File: src/rtl/bias_seq_pkg.sv
package bias_seq_pkg;

  typedef enum logic [1:0] {
    MODE_OPEN  = 2'b00,
    MODE_SETUP = 2'b01,
    MODE_SENSE = 2'b10
  } cal_mode_e;

  typedef struct packed {
    logic      force_blk;
    logic      grid;
    logic      prog;
    cal_mode_e mode;
  } win_t;

  localparam win_t WIN_IDLE = '{force_blk: 1'b0, grid: 1'b0, prog: 1'b0, mode: MODE_OPEN};

endpackage

File: src/rtl/bias_line_counter.sv
module bias_line_counter #(
  parameter int END_LINE = 21,
  parameter int CW       = 5
) (
  input  logic          clk,
  input  logic          rst_n,
  input  logic          v_strobe,
  input  logic          h_strobe,
  output logic [CW-1:0] line_q,
  output logic [CW-1:0] line_d
);

  localparam logic [CW-1:0] SAT = CW'(END_LINE);

  // vertical strobe wins; count saturates at the end line
  always_comb begin
    line_d = line_q;
    if (v_strobe) begin
      line_d = '0;
    end else if (h_strobe && (line_q != SAT)) begin
      line_d = line_q + CW'(1);
    end
  end

  // idle after reset: saturated, waits for a vertical strobe
  always_ff @(posedge clk or negedge rst_n) begin
    if (!rst_n) begin
      line_q <= SAT;
    end else begin
      line_q <= line_d;
    end
  end

endmodule

File: src/rtl/bias_window_decode.sv
module bias_window_decode
  import bias_seq_pkg::*;
#(
  parameter int FORCE_LINE = 14,
  parameter int SETUP_LINE = 15,
  parameter int SENSE_LINE = 18,
  parameter int END_LINE   = 21,
  parameter int CW         = 5
) (
  input  logic [CW-1:0] line,
  output win_t          win
);

  localparam logic [CW-1:0] L_FORCE = CW'(FORCE_LINE);
  localparam logic [CW-1:0] L_SETUP = CW'(SETUP_LINE);
  localparam logic [CW-1:0] L_SENSE = CW'(SENSE_LINE);
  localparam logic [CW-1:0] L_END   = CW'(END_LINE);

  logic in_force;
  logic in_setup;
  logic in_sense;

  always_comb begin
    in_force = (line >= L_FORCE) && (line < L_END);
    in_setup = (line >= L_SETUP) && (line < L_SENSE);
    in_sense = (line >= L_SENSE) && (line < L_END);

    win           = WIN_IDLE;
    win.force_blk = in_force;
    win.grid      = in_setup;
    win.prog      = in_sense;
    if (in_sense) begin
      win.mode = MODE_SENSE;
    end else if (in_setup) begin
      win.mode = MODE_SETUP;
    end else begin
      win.mode = MODE_OPEN;
    end
  end

endmodule

File: src/rtl/bias_channel_gate.sv
module bias_channel_gate
  import bias_seq_pkg::*;
#(
  parameter int NUM_CH = 3
) (
  input  logic              clk,
  input  logic              rst_n,
  input  cal_mode_e         mode_d,
  output logic [NUM_CH-1:0] setup_en,
  output logic [NUM_CH-1:0] sample_en
);

  for (genvar ch = 0; ch < NUM_CH; ch++) begin : g_ch
    always_ff @(posedge clk or negedge rst_n) begin
      if (!rst_n) begin
        setup_en[ch]  <= 1'b0;
        sample_en[ch] <= 1'b0;
      end else begin
        setup_en[ch]  <= (mode_d == MODE_SETUP);
        sample_en[ch] <= (mode_d == MODE_SENSE);
      end
    end
  end

endmodule

File: src/rtl/bias_cal_seq.sv
module bias_cal_seq
  import bias_seq_pkg::*;
#(
  parameter int NUM_CH     = 3,
  parameter int FORCE_LINE = 14,
  parameter int SETUP_LINE = 15,
  parameter int SENSE_LINE = 18,
  parameter int END_LINE   = 21
) (
  input  logic              clk,
  input  logic              rst_n,
  input  logic              vsync_edge,
  input  logic              hsync_edge,
  output logic              blk_force,
  output logic              grid_pulse,
  output logic              prog_pulse,
  output logic [1:0]        cal_mode,
  output logic [NUM_CH-1:0] setup_en,
  output logic [NUM_CH-1:0] sample_en
);

  localparam int CW = $clog2(END_LINE + 1);

  logic [CW-1:0] line_q;
  logic [CW-1:0] line_d;
  win_t          win_d;
  win_t          win_q;

  bias_line_counter #(
    .END_LINE (END_LINE),
    .CW       (CW)
  ) u_count (
    .clk      (clk),
    .rst_n    (rst_n),
    .v_strobe (vsync_edge),
    .h_strobe (hsync_edge),
    .line_q   (line_q),
    .line_d   (line_d)
  );

  // decode the count being loaded so outputs align with it
  bias_window_decode #(
    .FORCE_LINE (FORCE_LINE),
    .SETUP_LINE (SETUP_LINE),
    .SENSE_LINE (SENSE_LINE),
    .END_LINE   (END_LINE),
    .CW         (CW)
  ) u_decode (
    .line (line_d),
    .win  (win_d)
  );

  always_ff @(posedge clk or negedge rst_n) begin
    if (!rst_n) begin
      win_q <= WIN_IDLE;
    end else begin
      win_q <= win_d;
    end
  end

  bias_channel_gate #(
    .NUM_CH (NUM_CH)
  ) u_gate (
    .clk       (clk),
    .rst_n     (rst_n),
    .mode_d    (win_d.mode),
    .setup_en  (setup_en),
    .sample_en (sample_en)
  );

  assign blk_force  = win_q.force_blk;
  assign grid_pulse = win_q.grid;
  assign prog_pulse = win_q.prog;
  assign cal_mode   = win_q.mode;

endmodule

File: config.mk
export PLATFORM = sky130hd
export DESIGN_NAME = bias_cal_seq
export DESIGN_NICKNAME = d
export VERILOG_FILES = /design/src/rtl/bias_seq_pkg.sv /design/src/rtl/bias_line_counter.sv /design/src/rtl/bias_window_decode.sv /design/src/rtl/bias_channel_gate.sv /design/src/rtl/bias_cal_seq.sv
export SDC_FILE = /design/constraint.sdc
export NUM_CORES = 1
export LEC_CHECK = 0
export BUFFER_PORTS_ARGS = -buffer_cell sky130_fd_sc_hd__clkbuf_2
export CORE_MARGIN = 1.5
export CORE_UTILIZATION = 40
export DETAILED_ROUTE_END_ITERATION = 10
export GPL_TIMING_DRIVEN = 1
export SKIP_LAST_GASP = 1
export SLEW_MARGIN = 25
export SYNTH_ARGS = -nofsm -noshare
export SYNTH_HDL_FRONTEND = slang
export SYNTH_HIERARCHICAL = 1
export SYNTH_SLANG_ARGS = --single-unit
File: constraint.sdc
create_clock -name clk -period 4.6 [get_ports clk]
set_input_delay 0.92 -clock clk [delete_from_list [all_inputs] [get_ports clk]]
set_output_delay 0.92 -clock clk [all_outputs]
set_load 0.1 [all_outputs]
# After elaboration in Yosys (flattened, before gate mapping)
# Cells that the tools add are included.
# totals
inputBits	4
romBits	0
memories	0
latchBits	0
ram_bits	0
reg_bits	12
out_inout_bits	11
# op_classes
mux	4
shift	0
magnitude_cmp	5
div	0
n_reduce_logical	4
bitwise	0
n_mul	0
add_sub_neg	1
eq_ne	3
# ops
cell	n
5-bit by 4-bit greater-or-equal comparator with 1-bit output (second input constant)	2
5-bit < comparator (second input constant)	2
5-bit 2-to-1 mux	2
5-bit by 1-bit adder with 5-bit output (second input constant)	1
5-bit greater-or-equal comparator (second input constant)	1
5-bit inequality test (second input constant)	1
1-bit logical AND	4
2-bit by 1-bit == test with 1-bit output (second input constant)	1
2-bit == test (second input constant)	1
2-bit 2-to-1 mux	1
1-bit 2-to-1 mux	1

# Depth between registers and ports, before layout
# Gate-level depths: netlist of run 1.
# logic_depth
word_depth	9
mapped_depth	9
ltp_nobuf	8

# Cells and area by module
# The synthesis of run 1 kept the hierarchy.
# modules_own_cells
mod	instances	cells_each	area_per_inst_um2
bias_line_counter	1	29	280.3
bias_cal_seq	1	5	125.1
bias_window_decode	1	14	102.6
bias_channel_gate	1	8	95.1

# Worst setup path before layout of run 1
# Ideal clock, no wire load.
# synth_path
path_type	register to output
start	register u_gate.sample_en[1]
end	output port sample_en[1]
t_arrival_ps	1341
setup_slack_ps	2339
stages_incl_launch_ff	2
required_time_ps	3680
path_buffers	1
path_cell_list	dfrtp_1 buf_4
# synth_lines
item	line_no	text
from (decl)	bias_channel_gate.sv:10	output logic [NUM_CH-1:0] sample_en
from (signal, indexed assignment)	bias_channel_gate.sv:20	sample_en[ch] <= (mode_d == MODE_SENSE);
to (decl)	bias_cal_seq.sv:19	output logic [NUM_CH-1:0] sample_en
# No word-level cell between the ends.

==> metrics.yaml, run 1 <==
run_status: "finished clean"
vias: 433
min_period_ns: 2.27
rows: 13
r2r-start: "u_count/line_q[0]$_DFF_PN1_"
clk_pin_slew_ns: 0.07
grt_util_met3_pct: 2.61
grt_max_degree: 13
skew_ns: 0.00278
yosysSeqAreaShare_pct: 50.4
p_int_mw: 0.160
overflow: 0
arrival_ns: 2.48
switchingPower_mw: 0.0429
sequentialPowerShare_pct: 53.9
nets: 73
final_common_cell: "clkbuf_2"
crit_fanout: 7
grt_use_met2_pct: 21.9
start_util_pct: 44.7
p_leak_nw: 0.347
totalPowerFinal_mw: 0.203
clock-sinks: 12
pwr_density_cell_nw_per_um2: 303
p_clk_share_pct: 39.8
fin_crit_sh_pct: 49.3
layout-drive-gt1-share_pct: 36.4
ctsHtreeMaxLevel: 1
grt_pass1_vias: 427
core_um2: 1350
drt-pass1-iter-count: 4
wl_per_cell_um: 12.4
ys_seq_elements: 12
drt_iter0_drc: 8
syn2layout_area_growth_pct: 10.8
ff2ff_path_depth: 7
required_ns: 4.81
grt_pass1_wl_um: 1860
crit_start: "u_count/line_q[0]$_DFF_PN1_"
viasPerCell: 5.35
ys_warn_count: 6
rsz0062_at_grt: "no"
busiest_layer: "met2"
tns_ns: 0
ant_nets: 0
cts_tree: "done"
relSlewSlack_pct: 60.9
grt_use_met1_pct: 18.8
worstMarginPinSlew_ns: 0.582
syn_area_per_cell_um2: 10.8
end_kind: "register"
hold_buffers: 0
die_x_um: 41.8
slew_violations: 0
post_cts_buffers: 0
cts_made_buffers: 3
cts_resized: 0
synthDistinctLibCells: 26
clockBufferDepth: 2
portBuffers: 14
insertedDiodeCount: 0
start_kind: "register"
fmax_mhz: 441
clkLatencyLatePin_ns: 0.26
min_path_type: "in2async"
ios: 15
drc_errors: 0
irDropWorstVdd_mv: 0.200
synth_fp_nets: 62
dp_hpwl_um: 771
grt_usage_pct: 13.9
netlist_instances: 56
cts-root-buf: "clkbuf_4"
routed_wl_um: 1000
antenna_found_initial: 0
maxCapViolCount: 0
gp_congestion: 0.706
dieArea_um2: 1750
p_comb_share_pct: 6.2
die_height_um: 41.8
sw_frac_of_total_pct: 21.2
setup_viol: 0
final_cell_mix: "clkbuf_2, dfrtp_1, inv_1"
hold_viol_final: 0
critical_path_class: "reg2reg"
synthesis.area_um2: 603
## stage by stage
step	setup slack [ns]	utilization [%]	cells	area, µm²	hold WS [ns]
2_1_floorplan	2.34	-	56	603	0.527
3_3_place_gp	2.06	46.8	77	632	0.585
3_5_place_dp	2.07	46.8	77	632	0.576
4_1_cts	2.32	49.5	81	668	0.519
5_1_grt	2.16	49.5	81	668	0.543
6_report	2.33	49.5	81	668	0.522
## power by group through the flow
stage / combinational [mW] / sequential (mW) / clock, mW
6_report: 0.0126 / 0.109 / 0.0808
3_5_place_dp: 0.0127 / 0.111 / 0
4_1_cts: 0.0127 / 0.109 / 0.0844
2_1_floorplan: 0.00713 / 0.111 / 0
3_3_place_gp: 0.0126 / 0.111 / 0
5_1_grt: 0.0153 / 0.110 / 0.0884
## state kept, by name, indices dropped and copies added (netlist names)
| name | flops |
|---|---|
| u_count/line_q | 5 |
| cal_mode | 2 |
| blk_force | 1 |
| grid_pulse | 1 |
| prog_pulse | 1 |
| u_gate/sample_en | 1 |
| u_gate/setup_en | 1 |
## layout make-up
type | count | area, µm²
Clock buffer | 4 | 36.3
Multi-Input combinational cell | 32 | 224
Sequential cell | 12 | 304
Tap cell | 15 | 18.8
Inverter | 4 | 15.0
Timing Repair Buffer | 14 | 70.1
Fill cell | 133 | 682
## cell usage after synthesis, drive strengths merged
| master | n | area share [%] |
|---|---|---|
| a21oi | 3 | 3.1 |
| inv | 4 | 2.5 |
| buf | 8 | 10 |
| and3b | 1 | 1.5 |
| nor2b | 1 | 1.0 |
| dfstp | 3 | 13 |
| nor3 | 1 | 0.83 |
| ha | 2 | 4.1 |
| and2b | 1 | 1.5 |
| nand3 | 2 | 1.7 |
| o211a | 1 | 1.7 |
| dfrtp | 9 | 37 |
| nand4b | 1 | 1.5 |
| nand2b | 2 | 2.1 |
| o21ai | 3 | 2.5 |
| and4b | 1 | 1.9 |
| nand2 | 2 | 1.2 |
| nor2 | 2 | 1.2 |
| or3 | 1 | 1.0 |
| xor2 | 1 | 1.5 |
| o32ai | 2 | 2.9 |
| nand4 | 2 | 2.1 |
| o21a | 1 | 1.2 |
| or3b | 1 | 1.5 |
| or4 | 1 | 1.2 |
## logic make-up (layout without fill, tap and decap cells)
kind of cell             count (synthesis)  in the layout  share of synthesized area [%]
XOR/XNOR                                 1              1                           1.45
AO/OA/AOI/OAI                           10             10                           11.4
flip-flops                              12             12                           50.4
buffers and inverters                   12             22                           12.4
adder cells (fa/ha/maj)                  2              2                           4.15
AND/OR/NAND/NOR                         19             19                           20.1
## path summary, 6_finish.rpt
check,end,slack (ns)
min,prog_pulse$_DFF_PN0_,0.52
max in group asynchronous,u_count/line_q[2]$_DFF_PN1_,3.80
min in group clk,u_count/line_q[0]$_DFF_PN1_,0.60
min reg2reg,u_count/line_q[0]$_DFF_PN1_,0.60
max reg2reg,u_gate/sample_en[1]$_DFF_PN0_,2.33
max,u_gate/sample_en[1]$_DFF_PN0_,2.33
## layer usage
layer	vias to the layer above	wire (µm)
li1	212	-
met1	203	474
met2	16	463
met3	2	61
met4	0	5
met5	-	0
## worst max-delay path, stage by stage, from the launching register on
cell and delay (ns):
dfstp_2 0.57, ha_1 0.16, and3b_1 0.17, nor2_1 0.05, nor3_1 0.49, or3b_1 0.42
a21oi_2 0.19, and2b_2 0.16
Note: power is estimated with default switching activity, not from simulation.
==> run 2, diff against run 1 <==
- clock period: 4.6 -> 2.13 ns (I/O delays scaled with it)
==> metrics.yaml, run 2 (same netlist as run 1, synthesis figures left out) <==
run_status: "finished clean"
relSlewSlack_pct: 64.2
ios: 15
p_int_mw: 0.354
drc_errors: 0
totalPowerFinal_mw: 0.451
critical_path_class: "reg2reg"
multiInputGateArea_um2: 258
required_ns: 2.34
wl_per_cell_um: 12.7
start_kind: "register"
ff_latch_area_um2: 304
cts_tree: "done"
grt_pass1_vias: 411
worstMarginPinSlew_ns: 0.539
hold_buffers: 0
switchingPower_mw: 0.0971
fin_util_pct: 57.0
slew_violations: 0
fillers: 123
antenna_found_initial: 0
drt-pass1-iter-count: 4
die_x_um: 41.8
clkLatencyLatePin_ns: 0.26
final_common_cell: "clkbuf_2"
skew_ns: 0.000255
p_comb_share_pct: 9.2
portBuffers: 14
min_path_type: "in2async"
vias: 466
fmax_mhz: 479
sw_frac_of_total_pct: 21.5
grt_usage_pct: 12.0
layout-drive-gt1-share_pct: 53.3
dieArea_um2: 1750
p_clk_share_pct: 38.3
min_period_ns: 2.09
clockBufferDepth: 2
core_um2: 1350
place_inst: 84
viasPerCell: 5.18
sequentialPowerShare_pct: 52.4
ant_nets: 0
nets: 82
cts-root-buf: "clkbuf_4"
syn2layout_area_growth_pct: 27.6
irDropWorstVdd_mv: 0.291
largest_reg_flops: 5
gp_congestion: 0.762
clock-sinks: 12
pwr_density_cell_nw_per_um2: 586
insertedDiodeCount: 0
crit_fanout: 5
start_util_pct: 44.7
setup_viol: 0
rows: 13
p_leak_nw: 0.395
drt_iter0_drc: 3
grt_pass1_wl_um: 1630
die_height_um: 41.8
overflow: 0
arrival_ns: 2.30
hold_viol_final: 0
pre_cts_ws_ns: 0.0819
fin_cells: 90
maxCapViolCount: 0
ctsHtreeMaxLevel: 1
tns_ns: 0
fin_ws_ns: 0.0406
fin_crit_sh_pct: 98.1
clk_pin_slew_ns: 0.07
end_kind: "register"
dp_hpwl_um: 771
grt_max_degree: 13
routed_wl_um: 1140
ff2ff_path_depth: 7
final_cell_mix: "clkbuf_2, dfrtp_1, buf_4"
top_register: "u_count/line_q"
cts_made_buffers: 3
-- run 2: layout make-up --
| type | count | area share [%] |
|---|---|---|
| sequential | 12 | 39.5 |
| multi-input combinational | 32 | 33.5 |
| timing repair buffer | 23 | 17.9 |
| clock buffer | 4 | 4.72 |
| tap | 15 | 2.44 |
| inverter | 4 | 1.95 |
-- run 2: routing by layer --
layer	vias to the layer above	global-route usage (%)	share of wire (%)
met1	224	15.4	45
met4	0	7.74	0.44
met5	-	0	0
li1	229	-	-
met2	11	17.8	51
met3	2	3.04	3.8
-- run 2: what timing repair did --
action | CTS | global route
setup buffers | 0 | 2
hold endpoints to repair | 0 | 0
resized for setup | 0 | 9
setup endpoints to repair | 0 | 4
-- run 2: stage by stage --
stage,hold WS [ns],instance area (µm²)
floorplan,0.130,603
global placement,0.320,684
detailed placement,0.323,684
CTS,0.0291,721
global route,0.0350,769
finish,0.0246,769
-- run 2: worst max-delay path, cell delays in order (launching register included) --
cell and delay (ns):
dfstp_2 0.58, ha_4 0.13, and4b_2 0.27, o21ai_0 0.11, o211a_1 0.18, or3b_1 0.41
a21oi_2 0.19, and2b_2 0.16
-- run 2: path summary, 6_finish.rpt --
kind                                                      end  slack (ns)                         from
worst max register to register  u_gate/sample_en[1]$_DFF_PN0_        0.04  u_count/line_q[0]$_DFF_PN1_
min in group clk                  u_count/line_q[4]$_DFF_PN1_        0.39                   vsync_edge
worst min-delay path                      blk_force$_DFF_PN0_        0.02                        rst_n
worst min register to register    u_count/line_q[4]$_DFF_PN1_        0.62  u_count/line_q[4]$_DFF_PN1_
max in group asynchronous         u_count/line_q[4]$_DFF_PN1_        1.83                        rst_n
worst max-delay path            u_gate/sample_en[1]$_DFF_PN0_        0.04  u_count/line_q[0]$_DFF_PN1_
-- run 2: power groups by stage --
stage | sequential, mW | combinational [mW] | clock [mW]
after floorplan | 0.239 | 0.0154 | 0
after global placement | 0.240 | 0.0323 | 0
after detailed placement | 0.240 | 0.0326 | 0
after CTS | 0.236 | 0.0326 | 0.179
after global routing | 0.237 | 0.0462 | 0.191
final | 0.237 | 0.0416 | 0.173
